### config.mk
export PLATFORM = sky130hd
export DESIGN_NAME = bank_serializer
export DESIGN_NICKNAME = d
export VERILOG_FILES = /design/src/rtl/bs_pkg.sv /design/src/rtl/bs_hold_buf.sv /design/src/rtl/bs_word_sched.sv /design/src/rtl/bs_shifter.sv /design/src/rtl/bank_serializer.sv
export SDC_FILE = /design/constraint.sdc
export NUM_CORES = 1
export LEC_CHECK = 0
export BUFFER_PORTS_ARGS = -buffer_cell sky130_fd_sc_hd__clkbuf_2
export CORE_MARGIN = 5
export CORE_UTILIZATION = 30
export CTS_BUF_LIST = sky130_fd_sc_hd__clkbuf_8
export CTS_CLUSTER_DIAMETER = 30
export DETAILED_ROUTE_END_ITERATION = 12
export PLACE_DENSITY_LB_ADDON = 0.15
export SYNTH_ARGS = -nofsm -noshare
export SYNTH_HDL_FRONTEND = slang
export SYNTH_HIERARCHICAL = 1
export SYNTH_SLANG_ARGS = --single-unit
### constraint.sdc
create_clock -name clk -period 9.6 [get_ports clk]
set_input_delay 0 -clock clk [delete_from_list [all_inputs] [get_ports clk]]
set_output_delay 0 -clock clk [all_outputs]
set_load 0.1 [all_outputs]
### src/rtl/bs_pkg.sv
// Shared constants for the bank serializer.
// Assumes the marker field is two bits wide and sits above the sample.
package bs_pkg;
    localparam int MARK_W = 2;
    typedef enum logic [MARK_W-1:0] {
        MARK_NONE  = 2'b00,
        MARK_NEXT  = 2'b01,
        MARK_FIRST = 2'b10
    } marker_e;
    localparam int BUF_DEPTH = 2;
endpackage

### src/rtl/bs_hold_buf.sv
// Two-entry in-order holding buffer for one converter port.
// Stores sample plus tag; a write when full is lost unless the head is
// removed in the same cycle. Assumes pop is only raised when non-empty.
module bs_hold_buf #(
    parameter int SAMPLE_W = 12,
    parameter int TAG_W    = 2
) (
    input  logic                clk,
    input  logic                rst_n,
    input  logic                push,
    input  logic [SAMPLE_W-1:0] push_data,
    input  logic [TAG_W-1:0]    push_tag,
    input  logic                pop,
    output logic                head_valid,
    output logic [SAMPLE_W-1:0] head_data,
    output logic [TAG_W-1:0]    head_tag
);
    localparam int ENT_W = SAMPLE_W + TAG_W;

    logic [ENT_W-1:0] ent [bs_pkg::BUF_DEPTH];
    logic [1:0]       fill;
    logic             take, give;
    logic [ENT_W-1:0] new_ent;

    // decide which of write and removal actually happen this cycle
    always_comb begin
        give    = pop && (fill != 2'd0);
        take    = push && ((fill < 2'(bs_pkg::BUF_DEPTH)) || give);
        new_ent = {push_tag, push_data};
    end

    // update storage and fill level
    always_ff @(posedge clk) begin
        if (!rst_n) begin
            fill   <= 2'd0;
            ent[0] <= '0;
            ent[1] <= '0;
        end else begin
            unique case ({take, give})
                2'b10: begin
                    ent[fill[0]] <= new_ent;
                    fill         <= fill + 2'd1;
                end
                2'b01: begin
                    ent[0] <= ent[1];
                    fill   <= fill - 2'd1;
                end
                2'b11: begin
                    if (fill == 2'd1) begin
                        ent[0] <= new_ent;
                    end else begin
                        ent[0] <= ent[1];
                        ent[1] <= new_ent;
                    end
                end
                default: ;
            endcase
        end
    end

    assign head_valid = (fill != 2'd0);
    assign {head_tag, head_data} = ent[0];
endmodule

### src/rtl/bs_word_sched.sv
// Frame scheduler: picks the word for the next slot when the shifter asks.
// Slot s serves port s mod N_ADC with tag s div N_ADC. Assumes N_ADC and
// CH_PER_ADC are powers of two and CH_PER_ADC is at least 2.
module bs_word_sched #(
    parameter int N_ADC      = 8,
    parameter int CH_PER_ADC = 4,
    parameter int SAMPLE_W   = 12
) (
    input  logic                          clk,
    input  logic                          rst_n,
    input  logic                          word_req,
    input  logic                          head_valid [N_ADC],
    input  logic [SAMPLE_W-1:0]           head_data  [N_ADC],
    input  logic [$clog2(CH_PER_ADC)-1:0] head_tag   [N_ADC],
    output logic                          pop        [N_ADC],
    output logic [SAMPLE_W+bs_pkg::MARK_W-1:0] word,
    output logic                          running,
    output logic                          underrun
);
    import bs_pkg::*;
    localparam int SLOTS  = N_ADC * CH_PER_ADC;
    localparam int SLOT_W = $clog2(SLOTS);
    localparam int ADC_W  = (N_ADC > 1) ? $clog2(N_ADC) : 1;
    localparam int TAG_W  = $clog2(CH_PER_ADC);
    localparam logic [SLOT_W-1:0] SLOT_LAST = SLOT_W'(SLOTS - 1);

    logic [SLOT_W-1:0] slot, cur;
    logic [ADC_W-1:0]  sel;
    logic [TAG_W-1:0]  want;
    logic              all_ready, active, hit;

    // work out the slot in play and whether its sample is at hand
    always_comb begin
        all_ready = 1'b1;
        for (int i = 0; i < N_ADC; i++) all_ready &= head_valid[i];
        active = running || all_ready;
        cur    = running ? slot : '0;
        sel    = cur[ADC_W-1:0];
        want   = cur[SLOT_W-1:SLOT_W-TAG_W];
        hit    = head_valid[sel] && (head_tag[sel] == want);
        if (!active)
            word = '0;
        else if (hit)
            word = {(cur == '0) ? MARK_FIRST : MARK_NEXT, head_data[sel]};
        else
            word = {MARK_NONE, {SAMPLE_W{1'b1}}};
    end

    // one removal strobe per port, only on a matching slot load
    for (genvar a = 0; a < N_ADC; a++) begin : g_pop
        assign pop[a] = word_req && active && hit && (sel == ADC_W'(a));
    end

    // advance the slot, latch the start and the sticky error flag
    always_ff @(posedge clk) begin
        if (!rst_n) begin
            slot     <= '0;
            running  <= 1'b0;
            underrun <= 1'b0;
        end else if (word_req && active) begin
            running  <= 1'b1;
            slot     <= (cur == SLOT_LAST) ? '0 : cur + 1'b1;
            underrun <= underrun || !hit;
        end
    end
endmodule

### src/rtl/bs_shifter.sv
// Bit-rate divider and MSB-first shift register.
// Holds each bit for CLK_PER_BIT cycles and asks for a new word as the
// last bit of the current one ends. Reset shows the all-zero word.
module bs_shifter #(
    parameter int WORD_W      = 14,
    parameter int CLK_PER_BIT = 2
) (
    input  logic              clk,
    input  logic              rst_n,
    input  logic [WORD_W-1:0] word_in,
    output logic              word_req,
    output logic              ser_bit,
    output logic              bit_stb
);
    localparam int DIV_W = (CLK_PER_BIT > 1) ? $clog2(CLK_PER_BIT) : 1;
    localparam int CNT_W = $clog2(WORD_W);
    localparam logic [DIV_W-1:0] DIV_LAST = DIV_W'(CLK_PER_BIT - 1);
    localparam logic [CNT_W-1:0] BIT_LAST = CNT_W'(WORD_W - 1);

    logic [DIV_W-1:0]  div;
    logic [CNT_W-1:0]  bit_idx;
    logic [WORD_W-1:0] sh;
    logic              tick;

    // end of a bit period and end of a word
    always_comb begin
        tick     = (div == DIV_LAST);
        word_req = tick && (bit_idx == BIT_LAST);
    end

    // divider, bit counter and shift register
    always_ff @(posedge clk) begin
        if (!rst_n) begin
            div     <= '0;
            bit_idx <= '0;
            sh      <= '0;
        end else begin
            div <= tick ? '0 : div + 1'b1;
            if (word_req) begin
                sh      <= word_in;
                bit_idx <= '0;
            end else if (tick) begin
                sh      <= {sh[WORD_W-2:0], 1'b0};
                bit_idx <= bit_idx + 1'b1;
            end
        end
    end

    assign ser_bit = sh[WORD_W-1];
    assign bit_stb = (div == '0);
endmodule

### src/rtl/bank_serializer.sv
// Top: per-port holding buffers, frame scheduler and serial shifter.
// Before the first frame only tag-0 samples are accepted. Assumes a port
// raises smp_valid for one cycle per sample.
module bank_serializer #(
    parameter int N_ADC       = 8,
    parameter int CH_PER_ADC  = 4,
    parameter int SAMPLE_W    = 12,
    parameter int CLK_PER_BIT = 2
) (
    input  logic                                   clk,
    input  logic                                   rst_n,
    input  logic [N_ADC-1:0]                       smp_valid,
    input  logic [N_ADC*SAMPLE_W-1:0]              smp_data,
    input  logic [N_ADC*$clog2(CH_PER_ADC)-1:0]    smp_tag,
    output logic                                   ser_bit,
    output logic                                   bit_stb,
    output logic                                   underrun
);
    localparam int TAG_W  = $clog2(CH_PER_ADC);
    localparam int WORD_W = SAMPLE_W + bs_pkg::MARK_W;

    logic                hv   [N_ADC];
    logic [SAMPLE_W-1:0] hd   [N_ADC];
    logic [TAG_W-1:0]    ht   [N_ADC];
    logic                pop  [N_ADC];
    logic [WORD_W-1:0]   word;
    logic                word_req, running;

    for (genvar a = 0; a < N_ADC; a++) begin : g_port
        logic [TAG_W-1:0] tag_in;
        logic             push;
        // filter out non-zero tags until the first frame word is out
        always_comb begin
            tag_in = smp_tag[a*TAG_W +: TAG_W];
            push   = smp_valid[a] && (running || (tag_in == '0));
        end
        bs_hold_buf #(.SAMPLE_W(SAMPLE_W), .TAG_W(TAG_W)) u_buf (
            .clk        (clk),
            .rst_n      (rst_n),
            .push       (push),
            .push_data  (smp_data[a*SAMPLE_W +: SAMPLE_W]),
            .push_tag   (tag_in),
            .pop        (pop[a]),
            .head_valid (hv[a]),
            .head_data  (hd[a]),
            .head_tag   (ht[a])
        );
    end

    bs_word_sched #(.N_ADC(N_ADC), .CH_PER_ADC(CH_PER_ADC), .SAMPLE_W(SAMPLE_W)) u_sched (
        .clk        (clk),
        .rst_n      (rst_n),
        .word_req   (word_req),
        .head_valid (hv),
        .head_data  (hd),
        .head_tag   (ht),
        .pop        (pop),
        .word       (word),
        .running    (running),
        .underrun   (underrun)
    );

    bs_shifter #(.WORD_W(WORD_W), .CLK_PER_BIT(CLK_PER_BIT)) u_shift (
        .clk      (clk),
        .rst_n    (rst_n),
        .word_in  (word),
        .word_req (word_req),
        .ser_bit  (ser_bit),
        .bit_stb  (bit_stb)
    );
endmodule

# [After elaboration in Yosys (flattened, before gate mapping)]
# Memory sizes are Yosys's and may differ from the RTL's.
# Index checks and enable logic that the tools add are counted.
[totals] memories=8 reg_bits=42 inputBits=122 mem_bits_rw=224
[op_classes] bitwise=42 addsub=19 n_eq_ne=42 n_mux=193 magnitude_cmp=9 reduce_logical=92
[mem_list] memory="g_port[0].u_buf.ent" depth=2 word_bits=14 rd=2 rd_clocked_by_memory_dff=0 write_ports=2 line="bs_hold_buf.sv:20" rtl="logic [ENT_W-1:0] ent [bs_pkg::BUF_DEPTH];"
[mem_list] memory="g_port[1].u_buf.ent" depth=2 word_bits=14 rd=2 rd_clocked_by_memory_dff=0 write_ports=2 line="bs_hold_buf.sv:20"
[mem_list] memory="g_port[2].u_buf.ent" depth=2 word_bits=14 rd=2 rd_clocked_by_memory_dff=0 write_ports=2 line="bs_hold_buf.sv:20"
[mem_list] memory="g_port[3].u_buf.ent" depth=2 word_bits=14 rd=2 rd_clocked_by_memory_dff=0 write_ports=2 line="bs_hold_buf.sv:20"
[mem_list] memory="g_port[4].u_buf.ent" depth=2 word_bits=14 rd=2 rd_clocked_by_memory_dff=0 write_ports=2 line="bs_hold_buf.sv:20"
[mem_list] memory="g_port[5].u_buf.ent" depth=2 word_bits=14 rd=2 rd_clocked_by_memory_dff=0 write_ports=2 line="bs_hold_buf.sv:20"
[mem_list] memory="+2 memories"
[op_table] cell="$mux W14" count=44
[op_table] cell="$mux W1" count=131
[op_table] cell="$reduce_or A14 Y1" count=8
[op_table] cell="$bmux W12 S3" count=1
[op_table] cell="$logic_and A1 B1 Y1" count=36
[op_table] cell="$reduce_bool A2 Y1" count=17
[op_table] cell="$eq A2 B1 Y1 const B" count=16
[op_table] cell="$eq A2 B2 Y1 const B" count=16
[op_table] cell="$or A1 B1 Y1" count=32
[op_table] cell="$pmux W2 S2" count=8
[op_table] cell="$mux W12" count=2
[op_table] cell="$logic_or A1 B1 Y1" count=18
[op_table] cell="$add A2 B1 Y2 const B" count=8
[op_table] cell="$logic_not A2 Y1" count=8
[op_table] cell="$lt A2 B2 Y1 const B" count=8
[op_table] cell="$sub A2 B1 Y2 const B" count=8
[op_table] cell="$eq A3 B3 Y1 const B" count=4
[op_table] cell="$mux W5" count=2
[op_table] cell="$and A1 B1 Y1" count=7
[op_table] cell="$bmux W2 S3" count=1
[op_table] cell="$eq A3 B2 Y1 const B" count=2
[op_table] cell="$mux W2" count=3
[op_table] cell="$add A5 B1 Y5 const B" count=1
[op_table] cell="$eq A5 B5 Y1 const B" count=1
[op_table] cell="other kinds (13)" count=15

# [Logic depth before layout (Yosys ltp)]
# Gate-level depths: netlist (run 1).
[logic_depth] depth_word=23 depth_mapped=18 depth_no_buf=16

# [Hierarchy]
# The synthesis (run 1) kept the hierarchy.
[by_module_without_submodules] module="bs_hold_buf" instances=8 cells_per_inst=121 seq_area_each_um2=880.8 area_each_um2=1478.9
[by_module_without_submodules] module="bs_word_sched" instances=1 cells_per_inst=235 seq_area_each_um2=140.1 area_each_um2=1675.4
[by_module_without_submodules] module="bs_shifter" instances=1 cells_per_inst=101 seq_area_each_um2=380.4 area_each_um2=818.3
[by_module_without_submodules] module="bank_serializer" instances=1 cells_per_inst=17 seq_area_each_um2=0.0 area_each_um2=101.3

# [Worst setup path before layout (run 1)]
# OpenSTA, ideal clock, no wires.
[synth_path] path_kind="register to register" from="register u_sched.slot[0]" to="memory g_port[0].u_buf/ent[1][0] (netlist name), enable pin" synth_period_minus_slack_ns=4.744 required_ns=9.164 stages_incl_launch_ff=15 slack_ns=4.856 arrival_ns=4.308 path_cell_list="dfxtp_1 -> buf_6 -> mux4_2 -> nand2_1 -> o211ai_1 -> xor2_1 -> nor4_4 -> buf_4 -> and4_1 -> nand2b_4 -> nand2_1 -> and2_1 -> ha_1 -> inv_1 -> o311ai_0"
[synth_rtl] item="from (decl)" line="bs_word_sched.sv:27" rtl="logic [SLOT_W-1:0] slot, cur;"
[synth_rtl] item="from (signal assigned)" line="bs_word_sched.sv:62" rtl="slot <= (cur == SLOT_LAST) ? '0 : cur + 1'b1;"
[synth_rtl] item="to (decl)" line="bs_hold_buf.sv:20"

==> results of run 1 <==
## report_power, final
group          switching (mW)  internal (mW)  total (mW)
registers              0.0257           1.31        1.34
clock network           0.643           1.08        1.72
logic                   0.137          0.105       0.242
total                   0.805           2.50        3.30
## critical path: stages (launching register included)
cell,delay [ns]
dfxtp_2,0.31
buf_4,0.50
and2_1,0.63
a21oi_1,0.22
a311oi_1,0.63
nor4_4,0.12
buf_4,0.22
and4_1,0.26
nand2b_4,0.14
nand2_1,0.08
and2_1,0.17
ha_1,0.22
nand2b_2,0.26
nand3_1,0.58
## repair_timing
action,CTS,global route
hold endpoints to repair,227,0
endpoints found under the setup margin,0,0
hold buffers,113,0
## routing by layer
metal | global-route usage [%] | share of wire (%)
met1 | 20.0 | 45
met2 | 25.5 | 49
met3 | 3.69 | 4.6
met4 | 4.36 | 1.8
met5 | 0 | 0
## sequential cells by signal, summed over array words and instances (netlist names)
register / flops
g_port.u_buf/ent: 224
g_port.u_buf/fill: 16
u_shift/sh: 14
u_sched/slot: 5
u_shift/bit_idx: 4
u_sched/running: 1
u_sched/underrun: 1
u_shift/div: 1
## stage by stage
step                      power [mW]  instances  hold slack [ns]  instance area (um^2)
after detailed placement        1.56       1996            0.299                 15500
after global placement          1.57       1996            0.299                 15500
final                           3.30       2253           0.0807                 18400
after CTS                       3.36       2253          0.00636                 18400
after floorplan                 1.47       1321            0.122                 14400
after global routing            3.44       2253           0.0740                 18400
## worst paths after layout
path | startpoint | slack, ns | to | depth (start not counted)
setup / recovery | u_sched/slot[0]$_SDFFE_PN0P_ | 4.77 | g_port[4].u_buf/ent[0][10]$_DFFE_PP_ | 13
hold / removal | smp_valid[7] | 0.08 | g_port[7].u_buf/fill[1]$_SDFFE_PN0P_ | 7
setup reg to reg | u_sched/slot[0]$_SDFFE_PN0P_ | 4.77 | g_port[4].u_buf/ent[0][10]$_DFFE_PP_ | 13
hold reg to reg | u_shift/sh[6]$_SDFFE_PN0P_ | 0.47 | u_shift/sh[7]$_SDFFE_PN0P_ | 2
## cell families (layout without fill, tap and decap cells)
family / count (synthesis) / count (layout)
AND/OR/NAND/NOR: 451 / 451
AO/OA/AOI/OAI: 364 / 364
flip-flops: 266 / 266
buffers and inverters: 128 / 445
adder cells (fa/ha/maj): 49 / 49
multiplexers: 44 / 44
XOR/XNOR: 19 / 19
## cells in the mapped netlist, types with 2 or more instances
library cell,instances,area (um^2)
and3b_1,2,17.5
nand2b_1,2,12.5
o311ai_0,8,70.1
edfxtp_1,224,6730
nor2_1,17,63.8
nand2_1,105,394
and4_1,8,70.1
a21oi_1,56,280
o21ai_4,8,130
nand2b_4,8,110
a21boi_2,8,90.1
a21oi_2,80,701
inv_2,9,33.8
nand2b_2,8,70.1
nor3_1,3,15.0
dfxtp_1,42,841
and2b_4,8,80.1
o21ai_0,33,165
o21ai_1,115,576
inv_1,39,146
and2_1,149,932
and3_1,4,25.0
ha_1,49,613
or4_1,2,15.0
o22ai_1,12,75.1
clkbuf_1,24,90.1
xnor2_1,17,149
a31oi_1,14,87.6
nor2b_1,6,37.5
buf_4,2,15.0
nand3_1,123,616
a32oi_1,13,114
xor2_1,2,17.5
mux2i_1,42,420
buf_6,19,214
buf_2,32,160
o21a_1,9,67.6
## area by class of cell
class                   instances  area (um^2)  area share (%)
clock inverters                65          649            3.53
well taps                     615          769            4.19
repair buffers                251         1860            10.1
multi-input cells             927         6250            34.0
flip-flops and latches        266         7570            41.2
clock buffers                  79         1090            5.92
inverters                      50          189            1.03
==> flow_summary.toml, run 1 <==
[clock_network]
cts_root_buf = "clkbuf_8"
clock-sinks = 266
cts_tree = "yes"
clk_pin_slew_ns = 0.05
htreeDepth = 3
ctsResizeCount = 0
cts-buffers-inserted = 77
clock_latency_ns = 0.62
clockBufferDepth = 3
post_cts_buffers = 0

[detailed_routing]
drt_iter0_markers = 711
wl_per_cell_um = 18.1
wirelength_um = 40800
drc_errors = 0
antenna_left = 0
dr.pass1.iters = 5
vias = 10900
vias_per_cell = 4.82

[flow_run]
maxCapViolCount = 0

[die]
start_util_pct = 30.3
fp-row-count = 80
die_area_um2 = 52600
dieWidth_um = 229
die_y_um = 229
core_area_um2 = 47600
pin_count = 125

[power]
power.density_nw_per_um2 = 180
ir_drop_v = 0.000102
p_leak_nw = 6.85

[layout]
post_route_cells_drive_above_1_share_pct = 25.1
mostFrequentLayoutCells = "edfxtp_1 (224), and2_1 (149), nand3_1 (123), clkbuf_2 (123), o21ai_1 (115)"
layout.nets = 1744
post-route-util_pct = 38.6
antenna_cells = 0
syn_to_final_growth_pct = 27.3
layout_commonest_cell = "edfxtp_1"
fill_cells = 4770

[grt]
grt_pass1_vias = 11200
grt_max_degree = 54
track_usage_pct = 15.3
grt_overflow = 0
antenna_found_initial = 0
grt_pass1_wl_um = 63600

[sta]
relSlewSlack_pct = 49.2
worst_pin_slew_ns = 0.761
final_hold_viol_count = 0
rsz0062_at_grt = "no"
setup-tns-final_ns = 0
finClkSkew_ns = 0.0192
fmax_mhz = 207
setup_ws_ns = 4.77
finalCritPeriodShare_pct = 50.3
report.final.slew_viol_count = 0
min_period_ns = 4.83
setup_viol = 0

[place]
pre_cts_ws_ns = 4.85
place_congestion = 0.843
hpwl_um = 28600
io_buffers = 124

[yosys]
synth_seq_cells = 266
synth_top_family_by_area = "simple AND/OR/NAND/NOR gates"
synthArstFlopShare_pct = 0
synthXorXnorAreaFrac_pct = 1.15
synth-compound-area-share_pct = 16.8
synth_mux_area_share_pct = 3.15
avgSynthCellArea_um2 = 10.9
synth_seq_area_share_pct = 52.5
synthCells = 1321
synth-simple-area-share_pct = 17.6
syn_nets = 1492
synth_edf_count = 224
syn_area_um2 = 14400
yosys_warnings = 6
synth_ff_type = "edfxtp_1"
synthAdderAreaFrac_pct = 4.25
ys_types = 56

[setup_path]
cp-start-kind = "register"
path_class = "reg -> reg"
worstPathRequired_ns = 9.76
worstPathArrival_ns = 4.99
path_max_fanout = 39
end_kind = "register"

[worst_hold_path]
hp-class = "in -> reg"

[status]
status = "completed"
(Power assumes the default switching activity.)
==> run 2: changes to the inputs <==
Settings changed: ABC_AREA set to 1.
Clock period 9.6 ns to 4.6 ns, I/O delays scaled along.
==> run 2 against run 1 <==
First-iteration DRC count down 2.8%. Clock power increased by 120%. Utilization fell by 0.18 points. Setup slack got worse by 4.1 ns. Combinational power rose by 91%. Design area increased by 2.1%. Fmax grew 22%. Critical path type unchanged. Critical endpoint is now g_port[5].u_buf/ent[1][9]$_DFFE_PP_. Largest power group unchanged. Highest routed layer unchanged.
==> flow_summary.toml, run 2 <==
[status]
status = "completed"

[yosys]
synth_ff_type = "edfxtp_1"
synthCells = 1676
ys_types = 33
synthArstFlopShare_pct = 0
synth_area_leaders = "edfxtp_1 (45%), nand2_1 (9.8%), nor2_1 (6.8%)"
synth_area_leader_cell = "edfxtp_1"
synth_top_area_share_pct = 45.4
syn_area_um2 = 14800
synth_seq_cells = 266
synth_edf_count = 224
synth.most_common_cell = "nand2_1"
avgSynthCellArea_um2 = 8.83
yosys_warnings = 6
synthTopCellsByCount = "nand2_1 (388), nor2_1 (269), inv_1 (237)"
synth_seq_area_share_pct = 51.1
syn_nets = 1847

[clock_network]
htreeDepth = 3
cts_tree = "yes"
clk_pin_slew_ns = 0.05
post_cts_buffers = 0
clockBufferDepth = 3
cts-buffers-inserted = 81
cts_root_buf = "clkbuf_8"
clock_latency_ns = 0.64
clock-sinks = 266

[sta]
fmax_mhz = 252
rsz0062_at_grt = "no"
report.final.slew_viol_count = 0
setup_viol = 0
setup-tns-final_ns = 0
relSlewSlack_pct = 49.0
min_period_ns = 3.96
final_hold_viol_count = 0
finClkSkew_ns = 0.0311
hold_slack_ns = 0.0837
finalCritPeriodShare_pct = 86.1
worst_pin_slew_ns = 0.763
setup_ws_ns = 0.637

[place]
pre_cts_ws_ns = 0.591
hpwl_um = 27200
io_buffers = 124
place_congestion = 0.859

[worst_hold_path]
worstHoldStart = "smp_valid[5]"
min_path_cells = 8
hp-class = "in -> reg"
holdPathEnd = "g_port[5].u_buf/fill[1]$_SDFFE_PN0P_"

[grt]
grt_pass1_wl_um = 62400
antenna_found_initial = 1
grt_pass1_vias = 11500
track_usage_pct = 14.7
grt_overflow = 0
grt_max_degree = 48

[layout]
post_route_cells_drive_above_1_share_pct = 22.4
layout.nets = 2128
regMostFlops = "g_port.u_buf/ent"
largest_reg_flops = 224
reg.largest.list = "g_port.u_buf/ent (224), g_port.u_buf/fill (16), u_shift/sh (14)"
mostFrequentLayoutCells = "nand2_1 (388), nor2_1 (269), inv_1 (251), edfxtp_1 (224), clkbuf_2 (123)"
post-route-util_pct = 38.4
layout_commonest_cell = "nand2_1"
syn_to_final_growth_pct = 26.7

[setup_path]
r2r_cells = 19
crit_top_cell = "inv_1"
path_class = "reg -> reg"
crit_chain = "inv_1, ha_1, inv_1, inv_1, nor3_1, a21oi_1, buf_4, inv_1, nand2_1, inv_1, nand2_4, nor3_2, inv_1, nor2_2, o21ai_0, inv_1, ha_1, nand3_1, nand3_1"
worstPathRequired_ns = 4.85
r2r_setup_slack_ns = 0.64
path_depth = 19
r2r_end = "g_port[5].u_buf/ent[1][9]$_DFFE_PP_"
worstPathArrival_ns = 4.21
cp_slowest_cell = "nand3_1"
path_delay_family = "simple AND/OR/NAND/NOR gates"
rr_startpoint = "g_port[5].u_buf/fill[0]$_SDFFE_PN0P_"
path_buf_inv = 8
cp-start-kind = "register"
max_stage_delay_ns = 0.56
end_kind = "register"
path_max_fanout = 14

[die]
die_area_um2 = 53900
start_util_pct = 30.3
fp-row-count = 81
die_y_um = 232
core_area_um2 = 48800
pin_count = 125
dieWidth_um = 232

[detailed_routing]
wl_met1_um = 18200
wl_per_cell_um = 14.7
wl_met3_um = 1730
wirelength_um = 39400
top_layer = "met4"
vias_per_cell = 4.28
drt_iter0_markers = 691
dr.pass1.iters = 6
met2_length_um = 18300
antenna_left = 0
drc_errors = 0
vias = 11500

[power]
power.density_nw_per_um2 = 371
p_leak_nw = 8.04
power_mw = 6.95
ir_drop_v = 0.000224

[flow_run]
maxCapViolCount = 0
[run 2: changes by cell type after synthesis, sizes merged, moves of 18 or more]
cell    delta
a21oi     -86
and2     -149
inv      +202
mux2i     -42
nand2    +309
nand2b    -18
nand3     -27
nor2     +373
o21ai    -126
o221ai    +24
[run 2: worst reg2reg max path, stage by stage, from the launching register on]
cell	delay [ns]
dfxtp_1	0.39
inv_1	0.12
ha_1	0.24
inv_1	0.09
inv_1	0.06
nor3_1	0.18
a21oi_1	0.11
buf_4	0.19
inv_1	0.07
nand2_1	0.14
inv_1	0.27
nand2_4	0.17
nor3_2	0.16
inv_1	0.07
nor2_2	0.18
o21ai_0	0.14
inv_1	0.10
ha_1	0.22
nand3_1	0.12
nand3_1	0.56
[run 2: layout make-up]
type | instances | area, um^2
timing repair buffer | 261 | 1940
clock buffer | 83 | 1140
fill | 5058 | 30100
sequential | 266 | 7570
tap | 664 | 831
clock inverter | 66 | 652
inverter | 250 | 938
antenna | 1 | 2.50
multi-input combinational | 1097 | 5680
[run 2: layer usage]
metal / GRT usage [%] / vias to the layer above
li1: - / 5902
met1: 19.3 / 5301
met2: 23.6 / 244
met3: 3.04 / 65
met4: 6.52 / 0
met5: 0 / -
[run 2: worst max-delay path by stage]
stage,from,to,slack [ns]
CTS,g_port[0].u_buf/fill[0]$_SDFFE_PN0P_,g_port[4].u_buf/ent[1][13]$_DFFE_PP_,0.56
finish,g_port[5].u_buf/fill[0]$_SDFFE_PN0P_,g_port[5].u_buf/ent[1][9]$_DFFE_PP_,0.64
floorplan,g_port[5].u_buf/fill[0]$_SDFFE_PN0P_,g_port[7].u_buf/ent[0][0]$_DFFE_PP_,1.49
detailed placement,g_port[0].u_buf/fill[0]$_SDFFE_PN0P_,g_port[4].u_buf/ent[1][7]$_DFFE_PP_,0.59
global placement,g_port[6].u_buf/fill[0]$_SDFFE_PN0P_,g_port[5].u_buf/ent[1][8]$_DFFE_PP_,0.73
global route,g_port[7].u_buf/fill[0]$_SDFFE_PN0P_,g_port[4].u_buf/ent[1][13]$_DFFE_PP_,0.25
[run 2: timing repair]
item                      CTS  global route
gates resized for setup     0             0
hold buffers              114             0
hold endpoints to repair  234             0
[run 2: report_power, final]
part,switching (mW),internal [mW],leakage [nW],total [mW]
Clock,1.31,2.41,0.952,3.72
Combinational,0.267,0.194,4.43,0.462
Sequential,0.0459,2.72,2.66,2.76
Total,1.62,5.32,8.04,6.95
[run 2: stage by stage]
| step | cell area [um^2] | instances |
|---|---|---|
| finish | 18700 | 2688 |
| global route | 18700 | 2688 |
| detailed placement | 15800 | 2424 |
| global placement | 15800 | 2424 |
| CTS | 18700 | 2687 |
| floorplan | 14800 | 1676 |
[run 2: logic make-up (layout without fill, tap and decap cells)]
group | after synthesis | after routing | share of synthesized area (%)
flops | 266 | 266 | 51.1
other cells | 0 | 1 | 0
compound gates | 126 | 126 | 5.24
xor+xnor | 8 | 8 | 0.473
buf+inv | 313 | 660 | 10.5
simple gates | 914 | 914 | 28.5
fa+ha+maj | 49 | 49 | 4.14
